$ cat src/rtl/rri_pkg.sv
package rri_pkg;

  localparam int unsigned INSTR_W  = 16;
  localparam int unsigned OP_COUNT = 12;
  localparam logic [3:0]  GROUP_TAG = 4'b0111;

  // select-bit positions in the low field
  localparam int unsigned SEL_HALT      = 0;
  localparam int unsigned SEL_SKIP_EXT0 = 1;
  localparam int unsigned SEL_SKIP_ZERO = 2;
  localparam int unsigned SEL_SKIP_NEG  = 3;
  localparam int unsigned SEL_SKIP_POS  = 4;
  localparam int unsigned SEL_ACC_INC   = 5;
  localparam int unsigned SEL_ROT_LEFT  = 6;
  localparam int unsigned SEL_ROT_RIGHT = 7;
  localparam int unsigned SEL_EXT_INV   = 8;
  localparam int unsigned SEL_ACC_INV   = 9;
  localparam int unsigned SEL_EXT_CLR   = 10;
  localparam int unsigned SEL_ACC_CLR   = 11;

  typedef logic [OP_COUNT-1:0] op_sel_t;

  typedef struct packed {
    logic acc_clr;
    logic ext_clr;
    logic acc_inv;
    logic ext_inv;
    logic rot_right;
    logic rot_left;
    logic acc_inc;
  } alu_ctl_t;

  typedef struct packed {
    logic if_pos;
    logic if_neg;
    logic if_zero;
    logic if_ext0;
  } skip_ctl_t;

endpackage

$ cat src/rtl/rri_decode.sv
module rri_decode
  import rri_pkg::*;
(
  input  logic [INSTR_W-1:0] word,
  output logic               legal,
  output alu_ctl_t           alu,
  output skip_ctl_t          skp,
  output logic               halt_req
);

  localparam int unsigned CNT_W = $clog2(OP_COUNT + 1);

  op_sel_t          sel;
  logic [CNT_W-1:0] ones;
  logic             in_group;

  assign sel      = word[OP_COUNT-1:0];
  assign in_group = (word[INSTR_W-1:INSTR_W-4] == GROUP_TAG);

  always_comb begin
    ones = '0;
    for (int i = 0; i < int'(OP_COUNT); i++) begin
      ones = ones + CNT_W'(sel[i]);
    end
  end

  assign legal = in_group && (ones == CNT_W'(1));

  always_comb begin
    alu      = '0;
    skp      = '0;
    halt_req = 1'b0;
    if (legal) begin
      alu.acc_clr   = sel[SEL_ACC_CLR];
      alu.ext_clr   = sel[SEL_EXT_CLR];
      alu.acc_inv   = sel[SEL_ACC_INV];
      alu.ext_inv   = sel[SEL_EXT_INV];
      alu.rot_right = sel[SEL_ROT_RIGHT];
      alu.rot_left  = sel[SEL_ROT_LEFT];
      alu.acc_inc   = sel[SEL_ACC_INC];
      skp.if_pos    = sel[SEL_SKIP_POS];
      skp.if_neg    = sel[SEL_SKIP_NEG];
      skp.if_zero   = sel[SEL_SKIP_ZERO];
      skp.if_ext0   = sel[SEL_SKIP_EXT0];
      halt_req      = sel[SEL_HALT];
    end
  end

endmodule

$ cat src/rtl/rri_datapath.sv
module rri_datapath
  import rri_pkg::*;
#(
  parameter int unsigned DATA_W = 16
) (
  input  logic [DATA_W-1:0] acc,
  input  logic              ext,
  input  alu_ctl_t          ctl,
  output logic [DATA_W-1:0] acc_nxt,
  output logic              ext_nxt
);

  localparam logic [DATA_W-1:0] ONE = DATA_W'(1);

  always_comb begin
    acc_nxt = acc;
    ext_nxt = ext;
    if (ctl.acc_clr) begin
      acc_nxt = '0;
    end else if (ctl.ext_clr) begin
      ext_nxt = 1'b0;
    end else if (ctl.acc_inv) begin
      acc_nxt = ~acc;
    end else if (ctl.ext_inv) begin
      ext_nxt = ~ext;
    end else if (ctl.rot_right) begin
      acc_nxt = {ext, acc[DATA_W-1:1]};
      ext_nxt = acc[0];
    end else if (ctl.rot_left) begin
      acc_nxt = {acc[DATA_W-2:0], ext};
      ext_nxt = acc[DATA_W-1];
    end else if (ctl.acc_inc) begin
      acc_nxt = acc + ONE;
    end
  end

endmodule

$ cat src/rtl/rri_skip_eval.sv
module rri_skip_eval
  import rri_pkg::*;
#(
  parameter int unsigned DATA_W = 16
) (
  input  logic [DATA_W-1:0] acc,
  input  logic              ext,
  input  skip_ctl_t         ctl,
  output logic              take
);

  logic sign_bit;
  logic is_zero;

  assign sign_bit = acc[DATA_W-1];
  assign is_zero  = (acc == '0);

  assign take = (ctl.if_pos  && !sign_bit) ||
                (ctl.if_neg  &&  sign_bit) ||
                (ctl.if_zero &&  is_zero)  ||
                (ctl.if_ext0 && !ext);

endmodule

$ cat src/rtl/rri_exec.sv
module rri_exec
  import rri_pkg::*;
#(
  parameter int unsigned DATA_W = 16
) (
  input  logic               clk,
  input  logic               rst_n,
  input  logic               instr_valid,
  output logic               instr_ready,
  input  logic [INSTR_W-1:0] instr_word,
  output logic [DATA_W-1:0]  acc_q,
  output logic               ext_q,
  output logic               skip_pulse,
  output logic               halted
);

  logic              take_word;
  logic              legal;
  alu_ctl_t          alu_ctl;
  skip_ctl_t         skip_ctl;
  logic              halt_req;
  logic [DATA_W-1:0] acc_nxt;
  logic              ext_nxt;
  logic              skip_cond;

  assign instr_ready = !halted;
  assign take_word   = instr_valid && instr_ready;

  rri_decode u_decode (
    .word     (instr_word),
    .legal    (legal),
    .alu      (alu_ctl),
    .skp      (skip_ctl),
    .halt_req (halt_req)
  );

  rri_datapath #(.DATA_W(DATA_W)) u_datapath (
    .acc     (acc_q),
    .ext     (ext_q),
    .ctl     (alu_ctl),
    .acc_nxt (acc_nxt),
    .ext_nxt (ext_nxt)
  );

  rri_skip_eval #(.DATA_W(DATA_W)) u_skip (
    .acc  (acc_q),
    .ext  (ext_q),
    .ctl  (skip_ctl),
    .take (skip_cond)
  );

  always_ff @(posedge clk) begin
    if (!rst_n) begin
      acc_q      <= '0;
      ext_q      <= 1'b0;
      skip_pulse <= 1'b0;
      halted     <= 1'b0;
    end else begin
      skip_pulse <= take_word && legal && skip_cond;
      if (take_word && legal) begin
        acc_q <= acc_nxt;
        ext_q <= ext_nxt;
        if (halt_req) begin
          halted <= 1'b1;
        end
      end
    end
  end

endmodule

$ cat config.mk
export PLATFORM = sky130hd
export DESIGN_NAME = rri_exec
export DESIGN_NICKNAME = d
export VERILOG_FILES = /design/src/rtl/rri_pkg.sv /design/src/rtl/rri_decode.sv /design/src/rtl/rri_datapath.sv /design/src/rtl/rri_skip_eval.sv /design/src/rtl/rri_exec.sv
export SDC_FILE = /design/constraint.sdc
export NUM_CORES = 1
export LEC_CHECK = 0
export BUFFER_PORTS_ARGS = -buffer_cell sky130_fd_sc_hd__buf_4
export CAP_MARGIN = 20
export CORE_MARGIN = 2
export CORE_UTILIZATION = 29
export DETAILED_ROUTE_END_ITERATION = 12
export PLACE_DENSITY = 0.57
export SKIP_LAST_GASP = 1
export SLEW_MARGIN = 5
export SYNTH_ARGS = -nofsm -noshare
export SYNTH_HDL_FRONTEND = slang
export SYNTH_HIERARCHICAL = 1
export SYNTH_SLANG_ARGS = --single-unit
export TNS_END_PERCENT = 30
$ cat constraint.sdc
create_clock -name clk -period 14 [get_ports clk]
set_input_delay 0.7 -clock clk [delete_from_list [all_inputs] [get_ports clk]]
set_output_delay 0.7 -clock clk [all_outputs]
set_load 0.01 [all_outputs]
==> results.yml, run 1 <==
timing:
  slew_headroom_pct: 49.14
  finalClockSkew_ps: 2.603
  finalHoldViolations: 0
  fin_crit_ps: 5782
  holdWs_ps: 522.2
  drv_slew: 0
  fin_setup_tns_ps: 0
  layout_setup_ws_ps: 8218
  post-route-period-util_pct: 41.30
  fmax_mhz: 173.0
  setup_viol: 0
  grt_setup_unrepaired: "no"
  tightest_slew_ps: 761.4
logic_synthesis:
  postSynthAreaPerCell_sq_um: 7.279
  seq_area_frac_synth_pct: 13.64
  yosysMostFrequentCell: "nand2_1"
  synth_flop_cell: "dfxtp_1"
  synth_seq_cells: 19
  synth_edf_count: 0
  syn_area_sq_um: 2788
  synth_top_area_share_pct: 13.64
  synth.distinct_cells: 65
  synth_common_cells: "nand2_1, a21oi_1, mux2i_1, nor2_1, inv_1"
  syn_inst: 383
  ys.warnings.count: 6
  synth.top_cells.by_area: "dfxtp_1, mux2i_1, nand2_1"
  syn_nets: 414
  synth_area_leader_cell: "dfxtp_1"
  ys_async_sr_fraction_pct: 0
route:
  wire_per_inst_um: 16.44
  drt_wl_total_um: 8596
  dr_total_vias: 2969
  drt_first_pass_iters: 5
  ant_nets: 0
  avgViaCountPerCell: 5.677
  drc: 0
  first_iter_violations: 307
setup_path:
  cpMaxStageDelayCell: "a2111oi_2"
  worstPathMaxFanout: 13
  critPathRequiredTime_ps: 14200
  crit_top_cell: "fa_1"
  critPathLaunchType: "primary input"
  endpoint_kind: "register"
  cp.arrival_ps: 5980
  critical_path_class: "primary input to register"
  cpPeakStageDelay_ps: 810
  crit_chain: "buf_4 -> fa_1 -> inv_1 -> fa_1 -> fa_1 -> inv_1 -> fa_1 -> inv_1 -> fa_1 -> a211o_1 -> a2111oi_2 -> nand4_2 -> nor3_4 -> nand3_2 -> mux2_4 -> a211oi_2 -> nand2_1 -> mux2i_1"
floorplanning:
  ios: 39
  die-area_sq_um: 10410
  fp-row-count: 35
  coreArea_sq_um: 9284
  initial_utilization_pct: 30.03
  die_h_um: 102.0
  die_x_um: 102.0
status:
  status: "finished clean"
power:
  powerDensity_nw_per_um2: 62.86
  p_leak_nw: 1.142
  ir_drop_mv: 0.04881
min_path:
  hp-class: "register to register"
finish:
  nFillCells: 1011
  fin_area_sq_um: 3207
  final_nets: 426
  fin_util_pct: 34.54
  diodes: 0
  syn_to_final_growth_pct: 15.04
  drive_above_1_share_pct: 18.53
global_routing:
  grt_antenna_before_repair: 0
  grt_max_degree: 37
  grtUsageTotal_pct: 16.56
  overflow: 0
  grt_pass1_vias: 2689
  grt_pass1_wl_um: 13950
placement:
  place_ws_ps: 7934
  io_buffers: 38
  post-dp-hpwl_um: 5839
  placed_cell_area_sq_um: 3162
  gp_congestion: 0.8075
clock_network:
  cts-resized-gates: 0
  clockBufferDepth: 2
  clkSinkCount: 19
  clkTransAtPathRegs_ps: 90
  hold_buffers: 0
  cts_tree: "done"
  clk_latency_ps: 270
  h-tree-depth: 1
  post_cts_buffers: 0
  cts_buffers: 3
  root_buffer: "clkbuf_8"
run:
  max_cap_violations: 0
[flip-flops by register name, indices dropped and copies added (netlist names)]
register / flops
ext_q: 1
acc_q: 16
halted: 1
skip_pulse: 1
[final timing paths]
path	startpoint	endpoint	slack, ps	depth (start not counted)
min	halted	halted	520	2
max reg2reg	acc_q[0]	acc_q[14]	11770	8
max	instr_word[2]	acc_q[11]	8220	18
min reg2reg	halted	halted	520	2
[kinds of logic (layout without fill, tap and decap cells)]
kind of cell               after synthesis  in the layout  share of synthesized area, %
buffers and inverters                   62             73                         10.23
and+or+nand+nor                        152            152                         29.13
adders and majority gates               12             12                         7.271
DFF                                     19             19                         13.64
AOI/OAI and AO/OA                      102            102                         26.84
xor gates and xnor gates                 6              6                         1.885
muxes                                   30             30                         11.00
[area by class of cell]
type                    instances  area (sq um)  share of cell area, %
repair buffers                 47         360.3                  11.24
flip-flops and latches         19         380.4                  11.86
clock buffers                   4         45.04                  1.405
well taps                     129         161.4                  5.033
multi-input cells             302          2177                  67.89
inverters                      22         82.58                  2.575
[cells in the final DEF (no fill, tap or decap), types with 3 or more instances in the layout]
master | synthesis | final
a2111oi_0 | 3 | 3
a2111oi_2 | 10 | 7
a2111oi_4 | 0 | 4
a211oi_1 | 5 | 5
a21oi_1 | 32 | 32
a31oi_1 | 3 | 3
a32oi_1 | 3 | 3
buf_4 | 0 | 46
clkbuf_8 | 0 | 3
dfxtp_1 | 19 | 19
fa_1 | 7 | 7
ha_1 | 5 | 5
inv_1 | 22 | 22
mux2i_1 | 28 | 28
nand2_1 | 52 | 52
nand2b_1 | 5 | 5
nand3_1 | 10 | 10
nand4_1 | 3 | 3
nand4b_1 | 13 | 13
nor2_1 | 28 | 28
nor2b_1 | 7 | 7
nor3_1 | 11 | 11
nor3b_1 | 3 | 3
nor4_1 | 6 | 6
o21ai_0 | 17 | 17
o22ai_1 | 3 | 3
xnor2_1 | 4 | 4
[critical path: cells and delay by family]
family,cells,cell delay [ps]
simple gates,4,880
mux,2,440
compound gates,3,1580
buf+inv,4,310
fa+ha+maj,5,2070
[power by group]
part,switching [mW],internal (mW)
combinational,0.0714,0.0326
clock,0.0231,0.0204
sequential,0.0000374,0.0540
total,0.0946,0.107
[stage by stage]
step           std cells  total power, mW
2_1_floorplan        383           0.1325
3_3_place_gp         518           0.1548
3_5_place_dp         519           0.1595
4_1_cts              523           0.2025
5_1_grt              523           0.2147
6_report             523           0.2016
[layer usage]
metal / up-vias / part of all wire (%) / global-route usage (%)
met2: 88 / 47 / 27.07
met3: 12 / 4.9 / 1.915
li1: 1422 / - / -
met5: - / 0 / 0
met1: 1447 / 47 / 23.62
met4: 0 / 0.85 / 3.282
Power figures use the tool's default switching activity.
==> inputs of run 2 (changes only) <==
--- a/config.mk
+++ b/config.mk
@@ -10,7 +10,7 @@
 export CORE_MARGIN = 2
 export CORE_UTILIZATION = 29
 export DETAILED_ROUTE_END_ITERATION = 12
-export PLACE_DENSITY = 0.57
+export PLACE_DENSITY = 0.59
 export SKIP_LAST_GASP = 1
 export SLEW_MARGIN = 5
 export SYNTH_ARGS = -nofsm -noshare
==> constraint.sdc (replaced) <==
create_clock -name clk -period 4.6 [get_ports clk]
set_input_delay 0.23 -clock clk [delete_from_list [all_inputs] [get_ports clk]]
set_output_delay 0.23 -clock clk [all_outputs]
set_load 0.01 [all_outputs]
==> results.yml, run 2 (same netlist as run 1, synthesis figures left out) <==
finish:
  ff_latch_area_sq_um: 380.4
  most-common-layout-cells: "buf_4, nand2_1, a21oi_1, mux2i_1, nor2_1"
  nFillCells: 954
  fin_area_sq_um: 3717
  final_common_cell: "buf_4"
  multi_input_area_sq_um: 2256
  final_nets: 480
  regMostFlops: "acc_q"
  drive_above_1_share_pct: 31.03
  syn_to_final_growth_pct: 33.35
  largest_reg_flops: 16
  diodes: 0
global_routing:
  grt_pass1_wl_um: 15200
  overflow: 0
  grt_max_degree: 37
  grt_pass1_vias: 3034
  grt_antenna_before_repair: 0
  grtUsageTotal_pct: 18.10
power:
  ir_drop_mv: 0.09220
  powerDensity_nw_per_um2: 193.4
  p_leak_nw: 1.437
clock_network:
  root_buffer: "clkbuf_8"
  cts_tree: "done"
  clkTransAtPathRegs_ps: 90
  h-tree-depth: 1
  clk_latency_ps: 270
  clkSinkCount: 19
  cts_buffers: 3
  clockBufferDepth: 2
setup_path:
  crit_end: "acc_q[14]"
  worstPathMaxFanout: 7
  cp.arrival_ps: 4640
  reg2regPathDepth: 7
  endpoint_kind: "register"
  critical_path_class: "primary input to register"
  critPathLaunchType: "primary input"
  critPathRequiredTime_ps: 4770
  r2r_start: "acc_q[7]"
  cp-startpoint: "instr_word[2]"
  rrSetupSlack_ps: 2430
  r2r-end: "acc_q[14]"
timing:
  finalHoldViolations: 0
  slew_headroom_pct: 61.25
  grt_setup_unrepaired: "yes"
  fin_setup_tns_ps: 0
  layout_setup_ws_ps: 128.7
  holdWs_ps: 262.7
  post-route-period-util_pct: 97.20
  tightest_slew_ps: 580.5
  finalClockSkew_ps: 5.128
  drv_slew: 0
  fmax_mhz: 223.7
  setup_viol: 0
  fin_crit_ps: 4471
run:
  max_cap_violations: 0
placement:
  placed_cell_area_sq_um: 3563
  place_ws_ps: -289.5
  post-dp-hpwl_um: 6685
  gp_congestion: 0.9332
  io_buffers: 38
route:
  drt_first_pass_iters: 5
  drc: 0
  first_iter_violations: 272
  wire_per_inst_um: 16.21
  ant_nets: 0
  dr_total_vias: 3207
  avgViaCountPerCell: 5.558
  drt_wl_total_um: 9352
status:
  status: "finished clean"
floorplanning:
  initial_utilization_pct: 30.03
  coreArea_sq_um: 9284
  die-area_sq_um: 10410
  die_x_um: 102.0
  die_h_um: 102.0
  fp-row-count: 35
  ios: 39
min_path:
  hp-class: "primary input to register"
## run 2: cell types whose count changed in the layout (fill, tap and decap cells not counted), sizes merged
cell | previous run | this run
buf | 47 | 101
clkbuf | 4 | 3
clkinv | 0 | 1
## run 2: power by group
part           switching [mW]  internal [mW]
combinational           0.245          0.179
clock                  0.0696         0.0607
sequential           0.000118          0.164
total                   0.315          0.404
## run 2: metrics by stage
stage / total power [mW] / util (%) / cells
CTS: 0.6835 / 38.91 / 573
finish: 0.7189 / 40.04 / 577
floorplan: 0.4086 / - / 383
global route: 0.7637 / 40.04 / 577
global placement: 0.5337 / 38.38 / 569
detailed placement: 0.5478 / 38.38 / 569
## run 2: critical path, stage by stage
cell and delay (ps):
buf_4 120, fa_1 520, inv_1 50, fa_1 550
fa_1 430, inv_2 70, fa_2 190, inv_1 50
fa_2 350, a211o_4 320, buf_4 160, buf_4 140
a2111oi_4 340, buf_6 190, nor3b_1 290, o21ai_0 120
a21oi_1 160, o2bb2ai_1 130, a211oi_1 60, nand2_1 70
mux2i_1 60
## run 2: layer usage
metal	routed length [um]	GRT usage [%]
met1	4223	25.11
met2	4439	29.30
met3	545	2.531
met4	142	5.231
met5	0	0
## run 2: final cells by class
cell class	count	area share (%)
sequential	19	10.23
tap	129	4.342
clock inverter	1	0.1346
inverter	22	2.221
timing repair buffer	101	21.27
multi-input combinational	302	60.69
clock buffer	3	1.111
## run 2: how the worst min path moves through the flow
stage / slack, ps / startpoint / depth (start not counted) / to
after floorplan: 400 / instr_valid / 2 / halted
after global placement: 500 / halted / 2 / halted
after detailed placement: 500 / halted / 2 / halted
after CTS: 260 / instr_valid / 3 / halted
after global routing: 280 / instr_valid / 3 / halted
final: 260 / instr_valid / 3 / halted
## run 2: what timing repair did
action | 4_1_cts | 5_1_grt
gates resized for setup | 1 | 16
pin swaps | 0 | 9
setup buffers | 0 | 4
hold buffers | 0 | 0
hold endpoints to repair | 0 | 0
setup endpoints to repair | 1 | 17
